### config.mk
export PLATFORM = sky130hd
export DESIGN_NAME = rngr_dec_top
export DESIGN_NICKNAME = d
export VERILOG_FILES = /design/src/rtl/rngr_pkg.sv /design/src/rtl/rngr_pfx_trk.sv /design/src/rtl/rngr_parse_fsm.sv /design/src/rtl/rngr_rec_bld.sv /design/src/rtl/rngr_dec_top.sv
export SDC_FILE = /design/constraint.sdc
export NUM_CORES = 1
export LEC_CHECK = 0
export BUFFER_PORTS_ARGS = -buffer_cell sky130_fd_sc_hd__buf_2
export CAP_MARGIN = 25
export CORE_MARGIN = 5
export CORE_UTILIZATION = 50
export DETAILED_ROUTE_END_ITERATION = 8
export GPL_TIMING_DRIVEN = 0
export PLACE_DENSITY = 0.86
export SLEW_MARGIN = 40
export SYNTH_ARGS = -nofsm -noshare
export SYNTH_HDL_FRONTEND = slang
export SYNTH_SLANG_ARGS = --single-unit
### constraint.sdc
create_clock -name clk -period 4.9 [get_ports clk]
set_clock_uncertainty 0.05 [all_clocks]
set_input_delay 0.98 -clock clk [delete_from_list [all_inputs] [get_ports clk]]
set_output_delay 0.98 -clock clk [all_outputs]
set_load 0.005 [all_outputs]
### src/rtl/rngr_pkg.sv
package rngr_pkg;

  localparam int BYTE_W  = 8;
  localparam int IDX_W   = 4;
  localparam int N_CAUSE = 4;

  localparam int CB_LOCK = 0;
  localparam int CB_REP  = 1;
  localparam int CB_FEAT = 2;
  localparam int CB_MEM  = 3;

  localparam logic [BYTE_W-1:0] PFX_OSZ  = 8'h66;
  localparam logic [BYTE_W-1:0] PFX_LOCK = 8'hF0;
  localparam logic [BYTE_W-1:0] PFX_RPNZ = 8'hF2;
  localparam logic [BYTE_W-1:0] PFX_RPZ  = 8'hF3;

  typedef enum logic [1:0] {
    SZ16 = 2'd0,
    SZ32 = 2'd1,
    SZ64 = 2'd2
  } osz_e;

  typedef enum logic [1:0] {
    PS_PFX = 2'd0,
    PS_OP2 = 2'd1,
    PS_MRM = 2'd2
  } pst_e;

  // segment and address-size prefixes: accepted, no effect on this record
  function automatic logic is_pass_pfx(input logic [BYTE_W-1:0] b);
    return (b == 8'h26) || (b == 8'h2E) || (b == 8'h36) || (b == 8'h3E) ||
           (b == 8'h64) || (b == 8'h65) || (b == 8'h67);
  endfunction

  function automatic logic is_rex_code(input logic [BYTE_W-1:0] b);
    return b[7:4] == 4'h4;
  endfunction

endpackage

### src/rtl/rngr_pfx_trk.sv
module rngr_pfx_trk
  import rngr_pkg::*;
(
  input  logic              clk,
  input  logic              rst_n,
  input  logic              take_i,
  input  logic              clr_i,
  input  logic [BYTE_W-1:0] byte_i,
  input  logic              mode64_i,
  output logic              pfx_hit_o,
  output logic              p66_o,
  output logic              lock_o,
  output logic              rep_o,
  output logic              rex_vld_o,
  output logic              rex_w_o,
  output logic              rex_b_o
);

  logic rex_byte, leg_byte;
  logic p66_q, lock_q, rep_q, rex_vld_q, rex_w_q, rex_b_q;
  logic p66_n, lock_n, rep_n, rex_vld_n, rex_w_n, rex_b_n;

  assign rex_byte  = mode64_i && is_rex_code(byte_i);
  assign leg_byte  = is_pass_pfx(byte_i) || (byte_i == PFX_OSZ) ||
                     (byte_i == PFX_LOCK) || (byte_i == PFX_RPNZ) ||
                     (byte_i == PFX_RPZ);
  assign pfx_hit_o = rex_byte || leg_byte;

  always_comb begin
    p66_n     = p66_q;
    lock_n    = lock_q;
    rep_n     = rep_q;
    rex_vld_n = rex_vld_q;
    rex_w_n   = rex_w_q;
    rex_b_n   = rex_b_q;
    if (clr_i) begin
      p66_n     = 1'b0;
      lock_n    = 1'b0;
      rep_n     = 1'b0;
      rex_vld_n = 1'b0;
      rex_w_n   = 1'b0;
      rex_b_n   = 1'b0;
    end else if (take_i && pfx_hit_o) begin
      if (rex_byte) begin
        rex_vld_n = 1'b1;
        rex_w_n   = byte_i[3];
        rex_b_n   = byte_i[0];
      end else begin
        // any legacy prefix after a REX byte voids the REX byte
        rex_vld_n = 1'b0;
        rex_w_n   = 1'b0;
        rex_b_n   = 1'b0;
        if (byte_i == PFX_OSZ)  p66_n  = 1'b1;
        if (byte_i == PFX_LOCK) lock_n = 1'b1;
        if ((byte_i == PFX_RPNZ) || (byte_i == PFX_RPZ)) rep_n = 1'b1;
      end
    end
  end

  always_ff @(posedge clk or negedge rst_n) begin
    if (!rst_n) begin
      p66_q     <= 1'b0;
      lock_q    <= 1'b0;
      rep_q     <= 1'b0;
      rex_vld_q <= 1'b0;
      rex_w_q   <= 1'b0;
      rex_b_q   <= 1'b0;
    end else begin
      p66_q     <= p66_n;
      lock_q    <= lock_n;
      rep_q     <= rep_n;
      rex_vld_q <= rex_vld_n;
      rex_w_q   <= rex_w_n;
      rex_b_q   <= rex_b_n;
    end
  end

  assign p66_o     = p66_q;
  assign lock_o    = lock_q;
  assign rep_o     = rep_q;
  assign rex_vld_o = rex_vld_q;
  assign rex_w_o   = rex_w_q;
  assign rex_b_o   = rex_b_q;

  AST_REX_LONG_ONLY: assert property (@(posedge clk) disable iff (!rst_n)
    (take_i && !mode64_i && is_rex_code(byte_i)) |=> !rex_vld_o);

  AST_CLR_EMPTIES: assert property (@(posedge clk) disable iff (!rst_n)
    clr_i |=> !(p66_o || lock_o || rep_o || rex_vld_o));

endmodule

### src/rtl/rngr_parse_fsm.sv
module rngr_parse_fsm
  import rngr_pkg::*;
#(
  parameter logic [BYTE_W-1:0] ESC_BYTE  = 8'h0F,
  parameter logic [BYTE_W-1:0] OPC_BYTE  = 8'hC7,
  parameter logic [2:0]        EXT_FIELD = 3'd6
) (
  input  logic              clk,
  input  logic              rst_n,
  input  logic              byte_vld_i,
  input  logic [BYTE_W-1:0] byte_i,
  input  logic              pfx_hit_i,
  output logic              in_pfx_o,
  output logic              emit_o,
  output logic              hit_o
);

  pst_e st_q, st_n;

  always_comb begin
    st_n   = st_q;
    emit_o = 1'b0;
    hit_o  = 1'b0;
    if (byte_vld_i) begin
      unique case (st_q)
        PS_PFX: begin
          if (!pfx_hit_i) begin
            if (byte_i == ESC_BYTE) st_n = PS_OP2;
            else                    emit_o = 1'b1;
          end
        end
        PS_OP2: begin
          if (byte_i == OPC_BYTE) st_n = PS_MRM;
          else begin
            emit_o = 1'b1;
            st_n   = PS_PFX;
          end
        end
        PS_MRM: begin
          emit_o = 1'b1;
          hit_o  = (byte_i[5:3] == EXT_FIELD);
          st_n   = PS_PFX;
        end
        default: st_n = PS_PFX;
      endcase
    end
  end

  always_ff @(posedge clk or negedge rst_n) begin
    if (!rst_n) st_q <= PS_PFX;
    else        st_q <= st_n;
  end

  assign in_pfx_o = (st_q == PS_PFX);

  AST_IDLE_AFTER_EMIT: assert property (@(posedge clk) disable iff (!rst_n)
    emit_o |=> in_pfx_o);

  AST_GAP_HOLDS_STATE: assert property (@(posedge clk) disable iff (!rst_n)
    !byte_vld_i |=> $stable(st_q));

  AST_GAP_NO_EMIT: assert property (@(posedge clk) disable iff (!rst_n)
    !byte_vld_i |-> !emit_o);

endmodule

### src/rtl/rngr_rec_bld.sv
module rngr_rec_bld
  import rngr_pkg::*;
(
  input  logic               clk,
  input  logic               rst_n,
  input  logic               emit_i,
  input  logic               hit_i,
  input  logic [BYTE_W-1:0]  mrm_i,
  input  logic               p66_i,
  input  logic               lock_i,
  input  logic               rep_i,
  input  logic               rex_vld_i,
  input  logic               rex_w_i,
  input  logic               rex_b_i,
  input  logic               mode64_i,
  input  logic               feat_en_i,
  input  logic               osz_ovr_i,
  output logic               rec_valid_o,
  output logic               rec_hit_o,
  output logic [IDX_W-1:0]   rec_reg_o,
  output osz_e               rec_size_o,
  output logic               rec_ud_o,
  output logic [N_CAUSE-1:0] rec_cause_o
);

  logic               vld_q, hit_q, ud_q;
  logic [IDX_W-1:0]   reg_q, reg_n;
  osz_e               sz_q, sz_n;
  logic [N_CAUSE-1:0] cause_q, cause_n;
  logic               rex_eff;

  assign rex_eff = rex_vld_i && mode64_i;

  always_comb begin
    if (rex_eff && rex_w_i)       sz_n = SZ64;
    else if (p66_i || osz_ovr_i)  sz_n = SZ16;
    else                          sz_n = SZ32;

    reg_n = hit_i ? {rex_eff && rex_b_i, mrm_i[2:0]} : '0;

    cause_n          = '0;
    cause_n[CB_LOCK] = hit_i && lock_i;
    cause_n[CB_REP]  = hit_i && rep_i;
    cause_n[CB_FEAT] = hit_i && !feat_en_i;
    cause_n[CB_MEM]  = hit_i && (mrm_i[7:6] != 2'b11);
  end

  always_ff @(posedge clk or negedge rst_n) begin
    if (!rst_n) begin
      vld_q   <= 1'b0;
      hit_q   <= 1'b0;
      ud_q    <= 1'b0;
      reg_q   <= '0;
      sz_q    <= SZ32;
      cause_q <= '0;
    end else begin
      vld_q <= emit_i;
      if (emit_i) begin
        hit_q   <= hit_i;
        reg_q   <= reg_n;
        sz_q    <= sz_n;
        cause_q <= cause_n;
        ud_q    <= |cause_n;
      end
    end
  end

  assign rec_valid_o = vld_q;
  assign rec_hit_o   = hit_q;
  assign rec_reg_o   = reg_q;
  assign rec_size_o  = sz_q;
  assign rec_ud_o    = ud_q;
  assign rec_cause_o = cause_q;

  AST_MISS_IS_CLEAN: assert property (@(posedge clk) disable iff (!rst_n)
    (rec_valid_o && !rec_hit_o) |-> (rec_cause_o == '0 && !rec_ud_o));

  AST_WIDE_ONLY_LONG: assert property (@(posedge clk) disable iff (!rst_n)
    (rec_valid_o && rec_size_o == SZ64) |-> $past(mode64_i));

  AST_FEAT_OFF_UD: assert property (@(posedge clk) disable iff (!rst_n)
    (rec_valid_o && rec_hit_o && !$past(feat_en_i)) |-> rec_ud_o);

endmodule

### src/rtl/rngr_dec_top.sv
module rngr_dec_top
  import rngr_pkg::*;
#(
  parameter logic [7:0] ESC_BYTE  = 8'h0F,
  parameter logic [7:0] OPC_BYTE  = 8'hC7,
  parameter logic [2:0] EXT_FIELD = 3'd6
) (
  input  logic       clk,
  input  logic       rst_n,
  input  logic       byte_vld_i,
  input  logic [7:0] byte_i,
  input  logic       mode64_i,
  input  logic       feat_en_i,
  input  logic       osz_ovr_i,
  output logic       rec_valid_o,
  output logic       rec_hit_o,
  output logic [3:0] rec_reg_o,
  output logic [1:0] rec_size_o,
  output logic       rec_ud_o,
  output logic [3:0] rec_cause_o
);

  logic in_pfx, emit, hit, pfx_hit;
  logic p66, lock, rep, rex_vld, rex_w, rex_b;
  osz_e size_e;

  rngr_parse_fsm #(
    .ESC_BYTE (ESC_BYTE),
    .OPC_BYTE (OPC_BYTE),
    .EXT_FIELD(EXT_FIELD)
  ) u_fsm (
    .clk       (clk),
    .rst_n     (rst_n),
    .byte_vld_i(byte_vld_i),
    .byte_i    (byte_i),
    .pfx_hit_i (pfx_hit),
    .in_pfx_o  (in_pfx),
    .emit_o    (emit),
    .hit_o     (hit)
  );

  rngr_pfx_trk u_pfx (
    .clk      (clk),
    .rst_n    (rst_n),
    .take_i   (byte_vld_i && in_pfx),
    .clr_i    (emit),
    .byte_i   (byte_i),
    .mode64_i (mode64_i),
    .pfx_hit_o(pfx_hit),
    .p66_o    (p66),
    .lock_o   (lock),
    .rep_o    (rep),
    .rex_vld_o(rex_vld),
    .rex_w_o  (rex_w),
    .rex_b_o  (rex_b)
  );

  rngr_rec_bld u_rec (
    .clk        (clk),
    .rst_n      (rst_n),
    .emit_i     (emit),
    .hit_i      (hit),
    .mrm_i      (byte_i),
    .p66_i      (p66),
    .lock_i     (lock),
    .rep_i      (rep),
    .rex_vld_i  (rex_vld),
    .rex_w_i    (rex_w),
    .rex_b_i    (rex_b),
    .mode64_i   (mode64_i),
    .feat_en_i  (feat_en_i),
    .osz_ovr_i  (osz_ovr_i),
    .rec_valid_o(rec_valid_o),
    .rec_hit_o  (rec_hit_o),
    .rec_reg_o  (rec_reg_o),
    .rec_size_o (size_e),
    .rec_ud_o   (rec_ud_o),
    .rec_cause_o(rec_cause_o)
  );

  assign rec_size_o = size_e;

  AST_LOCK_FLAGGED: assert property (@(posedge clk) disable iff (!rst_n)
    (rec_valid_o && rec_hit_o && $past(lock)) |-> (rec_ud_o && rec_cause_o[CB_LOCK]));

endmodule

==> results.md <==
- Compound-Gate Fraction of Synth Area: 18.68%
- Dpl hpwl: 1.719 mm
- Final Core Density: 62.44%
- Measured slew at the worst slew-check pin: 0.6350 ns
- Wire length of the first global-routing pass: 3.850 mm
- Crit path arrival time: 2.48 ns
- Maximum clock frequency: 428.8 MHz
- Kind of launch point of the worst setup path: primary input
- Post-Place Cell Area: 1224 sq um
- Worst-case vdd ir drop: 0.1310 mV
- Horizontal die dimension: 56.15 microns
- Initial standard-cell utilization of the core: 53.19%
- Unrepaired setup endpoints after global routing: no
- Number of global-route vias before repair: 898
- Iter 0 DRT Violations: 9
- Critical path fanouts, max: 9
- Power Density: 235.8 nW/um^2
- Adder-Cell Fraction of Synth Area: 0%
- Synthesis warning total: 0
- Portion of the post-synthesis area used by sequential elements: 49.47%
- Max-slew violation count: 0
- Placement Rows: 16
- Type of the worst min-delay path: register to register
- Basic-gate share of the synthesized area counting and, or, nand and nor cells: 25.85%
- Area of the mapped netlist: 1065 sq um
- Number of library cell types mapped by synthesis: 33
- Overflow left after global routing: 0
- CTS tree: built
- Number of buffers created by CTS: 3
- Worst-case setup slack after placement: 2.242 ns
- Setup TNS: 0 ns
- Relative max-transition margin: 57.51%
- Synthesized net count: 108
- Buffer count from post-CTS setup fixing: 0
- Status: completed
- Die Outline Area: 3152 sq um
- Data required time of the worst path: 5.05 ns
- Total Wirelength: 2.220 mm
- Ranking of synthesized cells by area: sky130_fd_sc_hd__dfrtp_1, sky130_fd_sc_hd__a22o_1, sky130_fd_sc_hd__mux2_2, sky130_fd_sc_hd__and3_1, sky130_fd_sc_hd__nor2b_1
- Number of top-level pins: 27
- Die Height: 56.15 microns
- CTS H-tree lvls: 1
- Antenna cell count: 0
- Number of flip-flops and latches in the synthesized netlist: 21
- Nets: 138
- Most common cell in the netlist: sky130_fd_sc_hd__dfrtp_1
- Via Count: 864
- Synth async-reset ratio: 100.0%
- Fin crit share: 47.60%
- Area fraction of the dominant cell type after synthesis: 47.00%
- Worst setup margin: 2.568 ns
- # DRC: 0
- DR vias/cell: 5.760
- Total number of clock tree sinks: 21
- Clock root buffer: sky130_fd_sc_hd__clkbuf_4
- CP Capture Type: register
- Setup-failing EPs final: 0
- Initial antenna violation count: 0
- Final RePlAce weighted congestion: 0.7782
- Number of maximum-capacitance constraint violations: 0
- Number of enable flip-flop cells after synthesis: 0
- Summed area of non-filler cells in the final layout: 1250 sq um
- Synth Flop Type: sky130_fd_sc_hd__dfrtp_1
- Post-synthesis share of cell area spent on xor and xnor gates: 0%
- Shortest period the worst path allows: 2.332 ns
- Largest net degree at the start of global routing: 22
- Kind of critical path: primary input to register
- Leading post-synthesis cells by instance count: sky130_fd_sc_hd__dfrtp_1, sky130_fd_sc_hd__a22o_1, sky130_fd_sc_hd__and3_1, sky130_fd_sc_hd__nor2_1, sky130_fd_sc_hd__nor2b_1
- Leakage: 0.6505 nW
- Overall fraction of global-route tracks in use: 15.24%
- Clock transition at the register clock pins on the worst setup and hold paths after CTS: 0.11 ns
- Area growth from synthesis to layout: 17.39%
- Mean instance size in the synthesized netlist: 11.33 sq um
- Share of layout cells above drive strength 1: 31.71%
- Post-synthesis cell type with the largest combined area: sky130_fd_sc_hd__dfrtp_1
- I/O Buffers: 25
- DR WL/cell: 14.80 microns
- Core area: 2002 sq um
- Number of iterations in the first detailed-routing pass: 4
- Gate Count Post-Synth: 94
- Largest family of logic cells by synthesized area: simple AND/OR/NAND/NOR gates
- Hold buffer count at cts: 0
- Mux cell area share after synthesis: 3.173%
- Number of gates resized after cts: 0
- Number of buffers on the longest clock path: 2
- Insertion delay of the later-clocked pin in the worst-skew pair: 0.30 ns
- Final Hold Fails: 0
- Remaining number of nets flagged by the antenna check after routing: 0
==> where the power goes <==
group	switching, W	internal, W
registers	0.00000108	0.000176
clock network	0.0000519	0.0000317
logic	0.0000195	0.0000141
==> final timing paths <==
check	slack, ns	end	cells after the start	start
min	0.43	u_rec.rec_hit_o	1	u_rec.rec_hit_o
min in group asynchronous	0.56	u_rec.rec_reg_o[0]	1	rst_n
max reg2reg	3.18	u_rec.rec_size_o[1]	5	u_fsm.st_q[1]
max in group asynchronous	3.89	u_rec.rec_size_o[0]	1	rst_n
max	2.57	u_rec.rec_size_o[1]	6	byte_i[3]
min reg2reg	0.43	u_rec.rec_hit_o	1	u_rec.rec_hit_o
==> worst max-delay path, stage by stage <==
cell and delay, ns:
sky130_fd_sc_hd__buf_2 0.13, sky130_fd_sc_hd__nand3b_1 0.20, sky130_fd_sc_hd__nor3_2 0.24, sky130_fd_sc_hd__o21ai_1 0.19, sky130_fd_sc_hd__a31oi_4 0.37, sky130_fd_sc_hd__mux2_2 0.38
==> area by class of cell <==
| cell class | instances | area, sq um |
|---|---|---|
| sequential | 21 | 526.8 |
| clock buffer | 4 | 26.28 |
| multi-input combinational | 67 | 508.0 |
| buffer | 2 | 15.01 |
| tap | 27 | 33.78 |
| fill | 182 | 752.0 |
| timing repair buffer | 25 | 125.1 |
| inverter | 4 | 15.01 |
==> layer usage <==
metal	up-vias	GRT usage (%)	share of wire (%)
li1	416	-	-
met5	-	0	0
met3	5	2.784	5.1
met1	419	18.79	44
met2	24	25.54	49
met4	0	7.119	1.7
==> layout by cell type, fill, tap and decap left out, types with 3 or more instances in the layout <==
cell / synthesis / final
sky130_fd_sc_hd__buf_2: 0 / 25
sky130_fd_sc_hd__dfrtp_1: 20 / 20
sky130_fd_sc_hd__a22o_1: 10 / 10
sky130_fd_sc_hd__nor2_1: 5 / 5
sky130_fd_sc_hd__nor2b_1: 5 / 5
sky130_fd_sc_hd__and3_1: 5 / 5
sky130_fd_sc_hd__nand3b_1: 4 / 4
sky130_fd_sc_hd__inv_1: 4 / 4
sky130_fd_sc_hd__nand2_1: 3 / 3
sky130_fd_sc_hd__mux2_2: 3 / 3
sky130_fd_sc_hd__a21oi_1: 3 / 3
sky130_fd_sc_hd__nand3_1: 3 / 3
sky130_fd_sc_hd__clkbuf_4: 0 / 3
==> metrics by stage <==
step,power [W],instances,hold WS [ns]
finish,0.0002948,150,0.4325
global route,0.0003075,150,0.4809
CTS,0.0002967,150,0.4369
detailed placement,0.0002147,146,0.4102
global placement,0.0002135,146,0.4080
floorplan,0.0001979,94,0.4170
==> cells by family after synthesis <==
kind of cell | after synthesis
AND/OR/NAND/NOR | 40
buffers and inverters | 6
flip-flops | 21
AO/OA/AOI/OAI | 24
multiplexers | 3
==> flip-flops by register name, indices dropped and copies added (netlist names) <==
name / flops
u_fsm.st_q: 2
u_pfx.lock_o: 1
u_pfx.p66_o: 1
u_pfx.rep_o: 1
u_pfx.rex_b_o: 1
u_pfx.rex_vld_o: 1
u_pfx.rex_w_o: 1
u_rec.rec_cause_o: 4
u_rec.rec_hit_o: 1
u_rec.rec_reg_o: 4
u_rec.rec_size_o: 2
u_rec.rec_ud_o: 1
u_rec.rec_valid_o: 1
(Power assumes the default switching activity.)
